$ cat config.mk
export PLATFORM = sky130hd
export DESIGN_NAME = doorbell_irq_ctrl
export DESIGN_NICKNAME = d
export VERILOG_FILES = /design/src/rtl/doorbell_irq_pkg.sv /design/src/rtl/doorbell_decode.sv /design/src/rtl/doorbell_pending.sv /design/src/rtl/doorbell_service.sv /design/src/rtl/doorbell_irq_ctrl.sv
export SDC_FILE = /design/constraint.sdc
export NUM_CORES = 1
export LEC_CHECK = 0
export CAP_MARGIN = 20
export CELL_PAD_IN_SITES_DETAIL_PLACEMENT = 1
export CELL_PAD_IN_SITES_GLOBAL_PLACEMENT = 1
export CORE_AREA = 2 2 130 132
export CTS_CLUSTER_DIAMETER = 60
export DETAILED_ROUTE_END_ITERATION = 16
export DIE_AREA = 0 0 132 134
export PLACE_DENSITY = 0.87
export RECOVER_POWER = 25
export SKIP_LAST_GASP = 1
export SYNTH_ARGS = -nofsm -noshare
export SYNTH_HDL_FRONTEND = slang
export SYNTH_SLANG_ARGS = --single-unit
$ cat constraint.sdc
create_clock -name clk -period 3.3 [get_ports clk]
set_clock_uncertainty 0.1 [all_clocks]
set_input_delay 0.33 -clock clk [delete_from_list [all_inputs] [get_ports clk]]
set_output_delay 0.33 -clock clk [all_outputs]
set_load 0.02 [all_outputs]
$ cat src/rtl/doorbell_irq_pkg.sv
// Package: shared widths, window geometry and derived line masks for the
// store-triggered interrupt controller. Assumes the windows use consecutive
// address prefixes and map to consecutive request lines.
package doorbell_irq_pkg;

    localparam int ADDR_W    = 32;
    localparam int DATA_W    = 32;
    localparam int STRB_W    = 4;
    localparam int IRQ_W     = 32;
    localparam int PREFIX_W  = 8;
    localparam int NUM_WIN   = 2;
    localparam int FIRST_LINE = 30;
    localparam logic [PREFIX_W-1:0] FIRST_PREFIX = 8'he0;
    localparam logic [ADDR_W-1:0]   HANDLER_ADDR = 32'h0000_0010;

    typedef logic [IRQ_W-1:0] irq_vec_t;

    // Address prefix decoded for window w.
    function automatic logic [PREFIX_W-1:0] win_prefix(input int w);
        return FIRST_PREFIX + PREFIX_W'(w);
    endfunction

    // Request line raised by window w.
    function automatic int win_line(input int w);
        return FIRST_LINE + w;
    endfunction

    // One bit for every line that a window can raise.
    function automatic irq_vec_t line_mask();
        irq_vec_t m;
        m = '0;
        for (int w = 0; w < NUM_WIN; w++) begin
            m[win_line(w)] = 1'b1;
        end
        return m;
    endfunction

endpackage

$ cat src/rtl/doorbell_decode.sv
// Module: address decode for the doorbell windows. It produces a
// zero-wait-state ready and a one-cycle set vector for the lines whose window
// is written. Assumes the bus holds its inputs stable for the cycle of the
// access. Reads select a window but set nothing.
module doorbell_decode
    import doorbell_irq_pkg::*;
#(
    parameter int A_W = ADDR_W,
    parameter int S_W = STRB_W,
    parameter int N_W = NUM_WIN
) (
    input  logic           bus_valid,
    input  logic [A_W-1:0] bus_addr,
    input  logic [S_W-1:0] bus_wstrb,
    output logic           bus_ready,
    output irq_vec_t       set_vec
);
    localparam int PFX_LSB = A_W - PREFIX_W;

    logic [N_W-1:0] hit;
    logic           is_write;
    logic           unused_low;

    assign unused_low = ^bus_addr[PFX_LSB-1:0];

    // Per-window prefix compare.
    for (genvar w = 0; w < N_W; w++) begin : g_win
        assign hit[w] = bus_valid && (bus_addr[A_W-1:PFX_LSB] == win_prefix(w));
    end

    // Any strobe bit makes the access a write.
    assign is_write  = |bus_wstrb;
    assign bus_ready = |hit;

    // Build the set vector from the window hits.
    always_comb begin
        set_vec = '0;
        for (int w = 0; w < N_W; w++) begin
            set_vec[win_line(w)] = hit[w] & is_write;
        end
    end

endmodule

$ cat src/rtl/doorbell_pending.sv
// Module: bank of latched pending bits. Only lines that a window can raise get
// a flop; the rest read as constant zero. A set in the same cycle as a clear
// wins, so a fresh request is never lost.
module doorbell_pending
    import doorbell_irq_pkg::*;
#(
    parameter int N = IRQ_W
) (
    input  logic     clk,
    input  logic     rst_n,
    input  irq_vec_t set_vec,
    input  irq_vec_t clr_vec,
    output irq_vec_t pend_q
);
    localparam irq_vec_t LATCHED = line_mask();

    for (genvar i = 0; i < N; i++) begin : g_bit
        if (LATCHED[i]) begin : g_latch
            // Hold the request until cleared; a set overrides a clear.
            always_ff @(posedge clk) begin
                if (!rst_n) pend_q[i] <= 1'b0;
                else        pend_q[i] <= set_vec[i] | (pend_q[i] & ~clr_vec[i]);
            end
        end else begin : g_tied
            logic unused_bit;
            assign unused_bit = set_vec[i] ^ clr_vec[i];
            assign pend_q[i]  = 1'b0;
        end
    end

endmodule

$ cat src/rtl/doorbell_service.sv
// Module: mask register and handler state. It offers an interrupt when an
// unmasked line is pending and no handler is active. It snapshots the serviced
// lines and the return address at the take, and it clears the serviced lines
// and pulses end-of-interrupt on the return. Assumes the CPU raises irq_take
// only while irq_req is high; a take at any other time is ignored.
module doorbell_service
    import doorbell_irq_pkg::*;
#(
    parameter int A_W = ADDR_W
) (
    input  logic           clk,
    input  logic           rst_n,
    input  irq_vec_t       pend_q,
    input  logic           mask_wr,
    input  irq_vec_t       mask_wdata,
    input  logic           irq_take,
    input  logic [A_W-1:0] cpu_pc,
    input  logic           cpu_retirq,
    output logic           irq_req,
    output logic           irq_active,
    output irq_vec_t       irq_bits,
    output logic [A_W-1:0] ret_addr,
    output irq_vec_t       eoi,
    output irq_vec_t       clr_vec
);
    localparam irq_vec_t LATCHED = line_mask();

    irq_vec_t mask_q;
    irq_vec_t eligible;
    logic     take_fire;
    logic     ret_fire;

    // Lines without a window are always masked.
    assign eligible  = pend_q & ~(mask_q | ~LATCHED);
    assign irq_req   = !irq_active && (|eligible);
    assign take_fire = irq_take && irq_req;
    assign ret_fire  = cpu_retirq && irq_active;
    assign clr_vec   = ret_fire ? irq_bits : '0;

    // Mask register; reset disables every line.
    always_ff @(posedge clk) begin
        if (!rst_n)       mask_q <= '1;
        else if (mask_wr) mask_q <= mask_wdata;
    end

    // Handler active flag and serviced-line snapshot.
    always_ff @(posedge clk) begin
        if (!rst_n) begin
            irq_active <= 1'b0;
            irq_bits   <= '0;
        end else if (take_fire) begin
            irq_active <= 1'b1;
            irq_bits   <= eligible;
        end else if (ret_fire) begin
            irq_active <= 1'b0;
            irq_bits   <= '0;
        end
    end

    // Return address captured at the take.
    always_ff @(posedge clk) begin
        if (!rst_n)         ret_addr <= '0;
        else if (take_fire) ret_addr <= cpu_pc;
    end

    // One-cycle end-of-interrupt pulse for the serviced lines.
    always_ff @(posedge clk) begin
        if (!rst_n) eoi <= '0;
        else        eoi <= clr_vec;
    end

endmodule

$ cat src/rtl/doorbell_irq_ctrl.sv
// Module: top of the store-triggered latched interrupt controller. It joins
// the window decode, the pending latches and the handler state. Window reads
// return zero. Assumes a single-cycle bus protocol in which ready is sampled
// in the same cycle as valid.
module doorbell_irq_ctrl
    import doorbell_irq_pkg::*;
(
    input  logic              clk,
    input  logic              rst_n,
    input  logic              bus_valid,
    input  logic [ADDR_W-1:0] bus_addr,
    input  logic [STRB_W-1:0] bus_wstrb,
    input  logic [DATA_W-1:0] bus_wdata,
    output logic              bus_ready,
    output logic [DATA_W-1:0] bus_rdata,
    input  logic              mask_wr,
    input  logic [IRQ_W-1:0]  mask_wdata,
    input  logic              irq_take,
    input  logic [ADDR_W-1:0] cpu_pc,
    input  logic              cpu_retirq,
    output logic              irq_req,
    output logic              irq_active,
    output logic [IRQ_W-1:0]  irq_bits,
    output logic [ADDR_W-1:0] handler_pc,
    output logic [ADDR_W-1:0] ret_addr,
    output logic [IRQ_W-1:0]  eoi,
    output logic [IRQ_W-1:0]  irq_pending
);
    irq_vec_t set_vec;
    irq_vec_t clr_vec;
    logic     unused_wdata;

    assign unused_wdata = ^bus_wdata;
    assign bus_rdata    = '0;
    assign handler_pc   = HANDLER_ADDR;

    doorbell_decode u_decode (
        .bus_valid (bus_valid),
        .bus_addr  (bus_addr),
        .bus_wstrb (bus_wstrb),
        .bus_ready (bus_ready),
        .set_vec   (set_vec)
    );

    doorbell_pending u_pending (
        .clk     (clk),
        .rst_n   (rst_n),
        .set_vec (set_vec),
        .clr_vec (clr_vec),
        .pend_q  (irq_pending)
    );

    doorbell_service u_service (
        .clk        (clk),
        .rst_n      (rst_n),
        .pend_q     (irq_pending),
        .mask_wr    (mask_wr),
        .mask_wdata (mask_wdata),
        .irq_take   (irq_take),
        .cpu_pc     (cpu_pc),
        .cpu_retirq (cpu_retirq),
        .irq_req    (irq_req),
        .irq_active (irq_active),
        .irq_bits   (irq_bits),
        .ret_addr   (ret_addr),
        .eoi        (eoi),
        .clr_vec    (clr_vec)
    );

endmodule

==> results.toml, run 1 <==
[critical_path]
start_kind = "primary input"
crit_required_ps = 2870
ff2ff_setup_slack_ps = 1490
crit_arrival_ps = 2040
cp_max_fo = 3
worstSetupPathType = "primary input to output port"
cp-end-kind = "output port"

[worst_hold_path]
hold_class = "flop to flop"

[logic_synthesis]
synth.distinct_cells = 22
synth_top_area_share_pct = 40.5
yosys.area.top_type = "buf_4"
syn-cell-area_um2 = 2880
ys_top_cells_by_area = "buf_4, dfxtp_1, mux2i_1"
yosysSeqAreaShare_pct = 28.5
synth_warnings = 0
synthCells = 338
syn_area_per_cell_um2 = 8.51
synth-seq-cells = 41

[die]
die_h_um = 134
placeableCoreArea_um2 = 16300
die_w_um = 132
start_util_pct = 17.7
ios = 333
die_area_um2 = 17700
rows = 47

[cts]
cts_buffers = 5
clk_pin_slew_ps = 50
post_cts_buffers = 0
clock_tree.buffer_depth = 2
clk_latency_ps = 290
cts_tree = "built"
cts.sinks = 41
hold_buffers = 0
htreeDepth = 2
cts-root-buf = "clkbuf_16"
postCtsResizedCells = 0

[sta]
rsz0062_at_grt = "no"
max_freq_mhz = 404
post-route-min-period_ps = 2470
tightest_slew_ps = 1370
slew_headroom_pct = 8.64
setup_tns_ps = 0
drv_slew = 0
setup_viol = 0
finalHoldViolations = 0
period_share_pct = 75.0

[finish]
antenna-diode-count = 0
mostFrequentLayoutCells = "conb_1, clkdlybuf4s50_1, nand2_1"
final_common_cell = "conb_1"
fillers = 2000
drive_gt1_share_pct = 3.53
synthToLayoutAreaGrowth_pct = 23.4
post-route-util_pct = 21.8
nets = 562

[global_route]
track_usage_pct = 6.95
grt_max_degree = 45
antenna_found_initial = 0
grt_overflow = 0
grt_pass1_vias = 1902
grt_pass1_wl_um = 9560

[power_and_ir_drop]
p_per_area_nw_per_um2 = 356
ir_drop_mv = 0.192
p_leak_nw = 1.50

[routing]
routed_wirelength_um = 6670
wire_per_inst_um = 10.3
vias_per_cell = 3.12
dr.first_iter.drc_count = 29
vias = 2010
route.detailed.drc = 0
firstDrtPassIters = 3
final_antenna_net_count = 0

[placement]
routabilityCongestion = 0.665
dpl.hpwl_um = 5280
portBuffers = 92

[run_status]
status = "complete, no violations"

[flow_run]
max-cap-violations = 0
[synth_stat cells]
cell type and number:
a41o_1 2, nand4_1 1, or4_1 1, clkbuf_1 7
dfxtp_1 41, buf_2 1, nand3_1 2, inv_1 2
buf_4 155, a31oi_1 2, or4_4 1, buf_6 1
nand2_1 71, buf_12 3, nor2_2 1, and4_1 2
o211a_1 1, nor2b_4 2, o21a_1 1, mux2i_1 36
conb_1 2, nor2_1 3
[state kept, by name, indices dropped and copies added, names as in the netlist]
register,cells
u_service.irq_bits,2
u_service.mask_q,2
u_service.ret_addr,32
u_service.irq_active,1
u_service.eoi,2
u_pending.pend_q,2
[per-layer routing]
layer	vias up	GRT usage (%)	wire length, um
met5	-	0	0
met4	0	3.26	131
met3	10	3.14	799
met2	135	12.4	3410
met1	937	6.89	2330
li1	928	-	-
[final cells by class]
| type | count | area [um2] | share of cell area, % |
|---|---|---|---|
| Inverter | 2 | 7.51 | 0.212 |
| Multi-Input combinational cell | 280 | 1350 | 38.1 |
| Timing Repair Buffer | 94 | 940 | 26.5 |
| Sequential cell | 41 | 821 | 23.1 |
| Tap cell | 220 | 275 | 7.76 |
| Clock buffer | 6 | 139 | 3.91 |
| Clock inverter | 2 | 13.8 | 0.388 |
[final timing paths]
path / startpoint / end / depth (start not counted)
max reg2reg: u_pending.pend_q[30] / u_service.irq_bits[31] / 4
max: bus_addr[25] / bus_ready / 4
min: u_service.ret_addr[4] / u_service.ret_addr[4] / 2
min reg2reg: u_service.ret_addr[4] / u_service.ret_addr[4] / 2
[power breakdown]
part           internal [mW]  total [mW]  switching, mW
Sequential             0.496       0.498        0.00155
Clock                  0.301       0.516          0.214
Combinational         0.0599       0.250          0.190
Total                  0.857        1.26          0.406
[worst max-delay path, stage by stage]
cell,delay [ps]
clkdlybuf4s50_1,400
or4_4,530
nor2_2,150
clkdlybuf4s50_1,630
[stage by stage]
stage | instance area [um2] | cells | power (mW) | setup slack (ps) | hold slack [ps]
4_1_cts | 3560 | 645 | 1.29 | 793 | 362
6_report | 3550 | 645 | 1.26 | 826 | 355
2_1_floorplan | 3450 | 490 | 0.826 | 1780 | 358
3_5_place_dp | 3410 | 637 | 0.756 | 799 | 351
5_1_grt | 3550 | 645 | 1.33 | 469 | 365
3_3_place_gp | 3410 | 637 | 0.754 | 787 | 341
[cells by family after synthesis]
logic type      count (synthesis)  synth area share, %
flops                          41                 28.5
other cells                     2                0.261
simple gates                   84                 12.7
compound gates                  6                 1.74
mux                            36                 12.5
buf+inv                       169                 44.3
(Power assumes the default switching activity.)
==> run 2: changes to the inputs <==
--- a/config.mk
+++ b/config.mk
@@ -8,11 +8,11 @@
 export CAP_MARGIN = 20
 export CELL_PAD_IN_SITES_DETAIL_PLACEMENT = 1
 export CELL_PAD_IN_SITES_GLOBAL_PLACEMENT = 1
-export CORE_AREA = 2 2 130 132
+export CORE_MARGIN = 2
+export CORE_UTILIZATION = 17
 export CTS_CLUSTER_DIAMETER = 60
 export DETAILED_ROUTE_END_ITERATION = 16
-export DIE_AREA = 0 0 132 134
-export PLACE_DENSITY = 0.87
+export PLACE_DENSITY = 0.84
 export RECOVER_POWER = 25
 export SKIP_LAST_GASP = 1
 export SYNTH_ARGS = -nofsm -noshare
==> constraint.sdc (replaced) <==
create_clock -name clk -period 2.3 [get_ports clk]
set_clock_uncertainty 0.1 [all_clocks]
set_input_delay 0.23 -clock clk [delete_from_list [all_inputs] [get_ports clk]]
set_output_delay 0.23 -clock clk [all_outputs]
set_load 0.02 [all_outputs]
==> results.toml, run 2 (same netlist as run 1, synthesis figures left out) <==
[run_status]
status = "complete, no violations"

[critical_path]
crit_arrival_ps = 1900
worst_path_max_delay_cell = "clkdlybuf4s50_1"
crit_chain = "clkdlybuf4s50_1 > or4_4 > nor2_2 > clkdlybuf4s50_1"
crit_path_max_incr_delay_ps = 620
crit_required_ps = 1970
cp-end-kind = "output port"
path_common_cell = "clkdlybuf4s50_1"
crit_family = "buffers and inverters"
cp_max_fo = 2
cp_num_buf_inv = 2
worstSetupPathType = "primary input to output port"
start_kind = "primary input"

[finish]
synthToLayoutAreaGrowth_pct = 23.6
largest_register_ffs = 32
regMostFlops = "u_service.ret_addr"
final_common_cell = "conb_1"
antenna-diode-count = 0
nets = 564
mostFrequentLayoutCells = "conb_1, clkdlybuf4s50_1, nand2_1"
drive_gt1_share_pct = 3.75

[die]
rows = 47
die_w_um = 134
placeableCoreArea_um2 = 16600
die_h_um = 134
start_util_pct = 17.3
die_area_um2 = 18000
ios = 333

[routing]
wire_per_inst_um = 9.94
route.detailed.drc = 0
vias = 1966
firstDrtPassIters = 4
final_antenna_net_count = 0
vias_per_cell = 3.04
routed_wirelength_um = 6430
dr.first_iter.drc_count = 19

[cts]
cts_tree = "built"
cts_buffers = 5
postCtsResizedCells = 0
clock_tree.buffer_depth = 2
cts.sinks = 41
clk_latency_ps = 280
hold_buffers = 0
cts-root-buf = "clkbuf_16"
post_cts_buffers = 0
clk_pin_slew_ps = 60
htreeDepth = 2

[global_route]
antenna_found_initial = 0
grt_max_degree = 78
grt_pass1_wl_um = 9160
track_usage_pct = 6.61
grt_overflow = 0
grt_pass1_vias = 1842

[sta]
slew_headroom_pct = 43.7
post-route-min-period_ps = 2230
max_freq_mhz = 449
setup_viol = 0
drv_slew = 0
tightest_slew_ps = 844
finalHoldViolations = 0
rsz0062_at_grt = "no"
period_share_pct = 96.9
setup_tns_ps = 0

[power_and_ir_drop]
power_mw = 1.80
ir_drop_mv = 0.241
p_per_area_nw_per_um2 = 506
p_leak_nw = 1.51

[placement]
routabilityCongestion = 0.694
dpl.hpwl_um = 5200
portBuffers = 92

[flow_run]
max-cap-violations = 0

[worst_hold_path]
hold_class = "primary input to flop"
[run 2: changes by cell type in the layout (fill, tap and decap cells not counted), sizes merged]
cell | previous run | this run
clkdlybuf4s50 | 87 | 86
dlygate4sd3 | 4 | 5
clkbuf | 8 | 7
buf | 1 | 4
[run 2: worst paths after layout]
path                          start                     end  slack, ps  cells after the start
min reg2reg  u_service.ret_addr[14]  u_service.ret_addr[14]        350                      2
max                    bus_addr[25]               bus_ready         70                      4
max reg2reg    u_pending.pend_q[30]  u_service.irq_bits[31]        360                      4
min                           rst_n    u_service.mask_q[30]        280                      3
[run 2: area by class of cell]
| class | instances | area, um2 |
|---|---|---|
| multi-input combinational | 280 | 1350 |
| timing repair buffer | 96 | 955 |
| sequential | 41 | 821 |
| clock inverter | 2 | 13.8 |
| clock buffer | 6 | 139 |
| fill | 2053 | 13000 |
| tap | 220 | 275 |
| inverter | 2 | 7.51 |
[run 2: routing by layer]
metal | global-route usage, % | wire [um] | vias to the layer above
met1 | 6.69 | 2380 | 890
met2 | 12.1 | 3150 | 141
met5 | 0 | 0 | -
met3 | 3.02 | 844 | 5
met4 | 2.11 | 59 | 0
li1 | - | - | 930
[run 2: worst reg2reg max path, cell delays in order (launching register included)]
cell and delay [ps]:
dfxtp_1 380, nor2b_1 240, o211a_2 230, clkbuf_1 640, mux2i_1 270
[run 2: per-stage QoR]
stage | util, % | std cells | worst slack [ps] | hold slack (ps) | area [um2]
6_report | 21.4 | 647 | 70.5 | 279 | 3560
5_1_grt | 21.4 | 647 | 28.2 | 308 | 3560
4_1_cts | 21.5 | 647 | 49.5 | 281 | 3570
3_5_place_dp | 20.6 | 639 | 59.2 | 347 | 3410
3_3_place_gp | 20.6 | 639 | 63.1 | 342 | 3410
2_1_floorplan | - | 490 | 878 | 258 | 3450
[run 2: report_power, final]
group,total (mW),switching [mW],internal (mW)
clock,0.725,0.293,0.432
sequential,0.714,0.00173,0.712
combinational,0.361,0.273,0.0882
==> run 3: changes to the inputs <==
--- a/config.mk
+++ b/config.mk
@@ -9,10 +9,10 @@
 export CELL_PAD_IN_SITES_DETAIL_PLACEMENT = 1
 export CELL_PAD_IN_SITES_GLOBAL_PLACEMENT = 1
 export CORE_MARGIN = 2
-export CORE_UTILIZATION = 17
+export CORE_UTILIZATION = 16
 export CTS_CLUSTER_DIAMETER = 60
 export DETAILED_ROUTE_END_ITERATION = 16
-export PLACE_DENSITY = 0.84
+export PLACE_DENSITY = 0.83
 export RECOVER_POWER = 25
 export SKIP_LAST_GASP = 1
 export SYNTH_ARGS = -nofsm -noshare
==> constraint.sdc (replaced) <==
create_clock -name clk -period 1.9 [get_ports clk]
set_clock_uncertainty 0.1 [all_clocks]
set_input_delay 0.19 -clock clk [delete_from_list [all_inputs] [get_ports clk]]
set_output_delay 0.19 -clock clk [all_outputs]
set_load 0.02 [all_outputs]
==> results.toml, run 3 (same netlist as run 1, synthesis figures left out) <==
[global_route]
track_usage_pct = 6.19
grt_overflow = 0
antenna_found_initial = 0
grt_max_degree = 41
grt_pass1_vias = 1829
grt_pass1_wl_um = 9380

[die]
die_w_um = 138
ios = 333
start_util_pct = 16.2
die_h_um = 138
placeableCoreArea_um2 = 17800
die_area_um2 = 19100
rows = 49

[cts]
clock_tree.buffer_depth = 2
post_cts_buffers = 0
hold_buffers = 0
clk_pin_slew_ps = 60
htreeDepth = 2
cts.sinks = 41
postCtsResizedCells = 1
clk_latency_ps = 280
cts-root-buf = "clkbuf_16"
cts_buffers = 5
cts_tree = "built"

[run_status]
status = "complete, no violations"

[sta]
drv_slew = 0
post-route-min-period_ps = 1840
fin_hold_ws_ps = 217
max_freq_mhz = 543
finalHoldViolations = 0
tightest_slew_ps = 654
setup_viol = 0
period_share_pct = 96.9
rsz0062_at_grt = "no"
setup_ws_ps = 58.8
slew_headroom_pct = 56.4

[finish]
regMostFlops = "u_service.ret_addr"
nets = 565
fillers = 2165
drive_gt1_share_pct = 3.97
synthToLayoutAreaGrowth_pct = 25.2
final_cells = 657
antenna-diode-count = 0
mostFrequentLayoutCells = "conb_1, clkdlybuf4s50_1, nand2_1"
post-route-cell-area_um2 = 3600
largest_register_ffs = 32
final_common_cell = "conb_1"

[routing]
route.detailed.drc = 0
wire_per_inst_um = 9.48
firstDrtPassIters = 4
routed_wirelength_um = 6230
vias = 1974
vias_per_cell = 3.00
final_antenna_net_count = 0
dr.first_iter.drc_count = 23

[critical_path]
cp-end-kind = "output port"
cp_max_fo = 2
crit_arrival_ps = 1550
crit_required_ps = 1610
start_kind = "primary input"
worstSetupPathType = "primary input to output port"

[placement]
dpl.hpwl_um = 5090
portBuffers = 92
dp.cells = 649
pre_cts_ws_ps = -255
place_area_um2 = 3450
routabilityCongestion = 0.709

[power_and_ir_drop]
ir_drop_mv = 0.285
p_leak_nw = 1.53
p_per_area_nw_per_um2 = 643

[worst_hold_path]
hold_class = "primary input to flop"

[flow_run]
max-cap-violations = 0
## run 3: final timing paths
kind,from,end,cells past startpoint,slack (ps)
setup / recovery,bus_addr[25],bus_ready,4,60
hold reg to reg,u_service.ret_addr[11],u_service.ret_addr[11],2,360
setup reg to reg,u_pending.pend_q[30],u_service.ret_addr[7],4,180
hold / removal,rst_n,u_service.irq_active,2,220
## run 3: area by class of cell
type                            instances  area (um2)  share of cell area [%]
Clock inverter                          1        30.0                   0.834
Clock buffer                            7         143                    3.96
Timing Repair Buffer                   97         962                    26.7
Tap cell                              229         287                    7.95
Multi-Input combinational cell        280        1350                    37.5
Sequential cell                        41         821                    22.8
Inverter                                2        7.51                   0.208
## run 3: worst max-delay path, cell delays in order
cell             delay [ps]
clkdlybuf4s50_1         400
or4_4                   530
nor2_2                  110
clkdlybuf4s15_1         310
## run 3: routing by layer
metal,global-route usage (%),up-vias,routed length (um)
met1,6.52,901,2370
met3,1.94,5,578
met2,11.1,135,3150
li1,-,933,-
met5,0,-,0
met4,3.06,0,126
## run 3: power breakdown
group | total, mW | switching (mW) | internal [mW] | leakage [nW]
sequential | 0.866 | 0.00377 | 0.862 | 0.331
clock | 1.02 | 0.359 | 0.657 | 0.0841
combinational | 0.435 | 0.328 | 0.108 | 1.12
total | 2.32 | 0.690 | 1.63 | 1.53
## run 3: stage by stage
stage	power [mW]	setup TNS [ps]	utilization, %
after floorplan	1.44	0	-
after global placement	1.31	-232	19.4
after detailed placement	1.31	-255	19.4
after CTS	2.37	0	20.3
after global routing	2.44	0	20.3
final	2.32	0	20.3
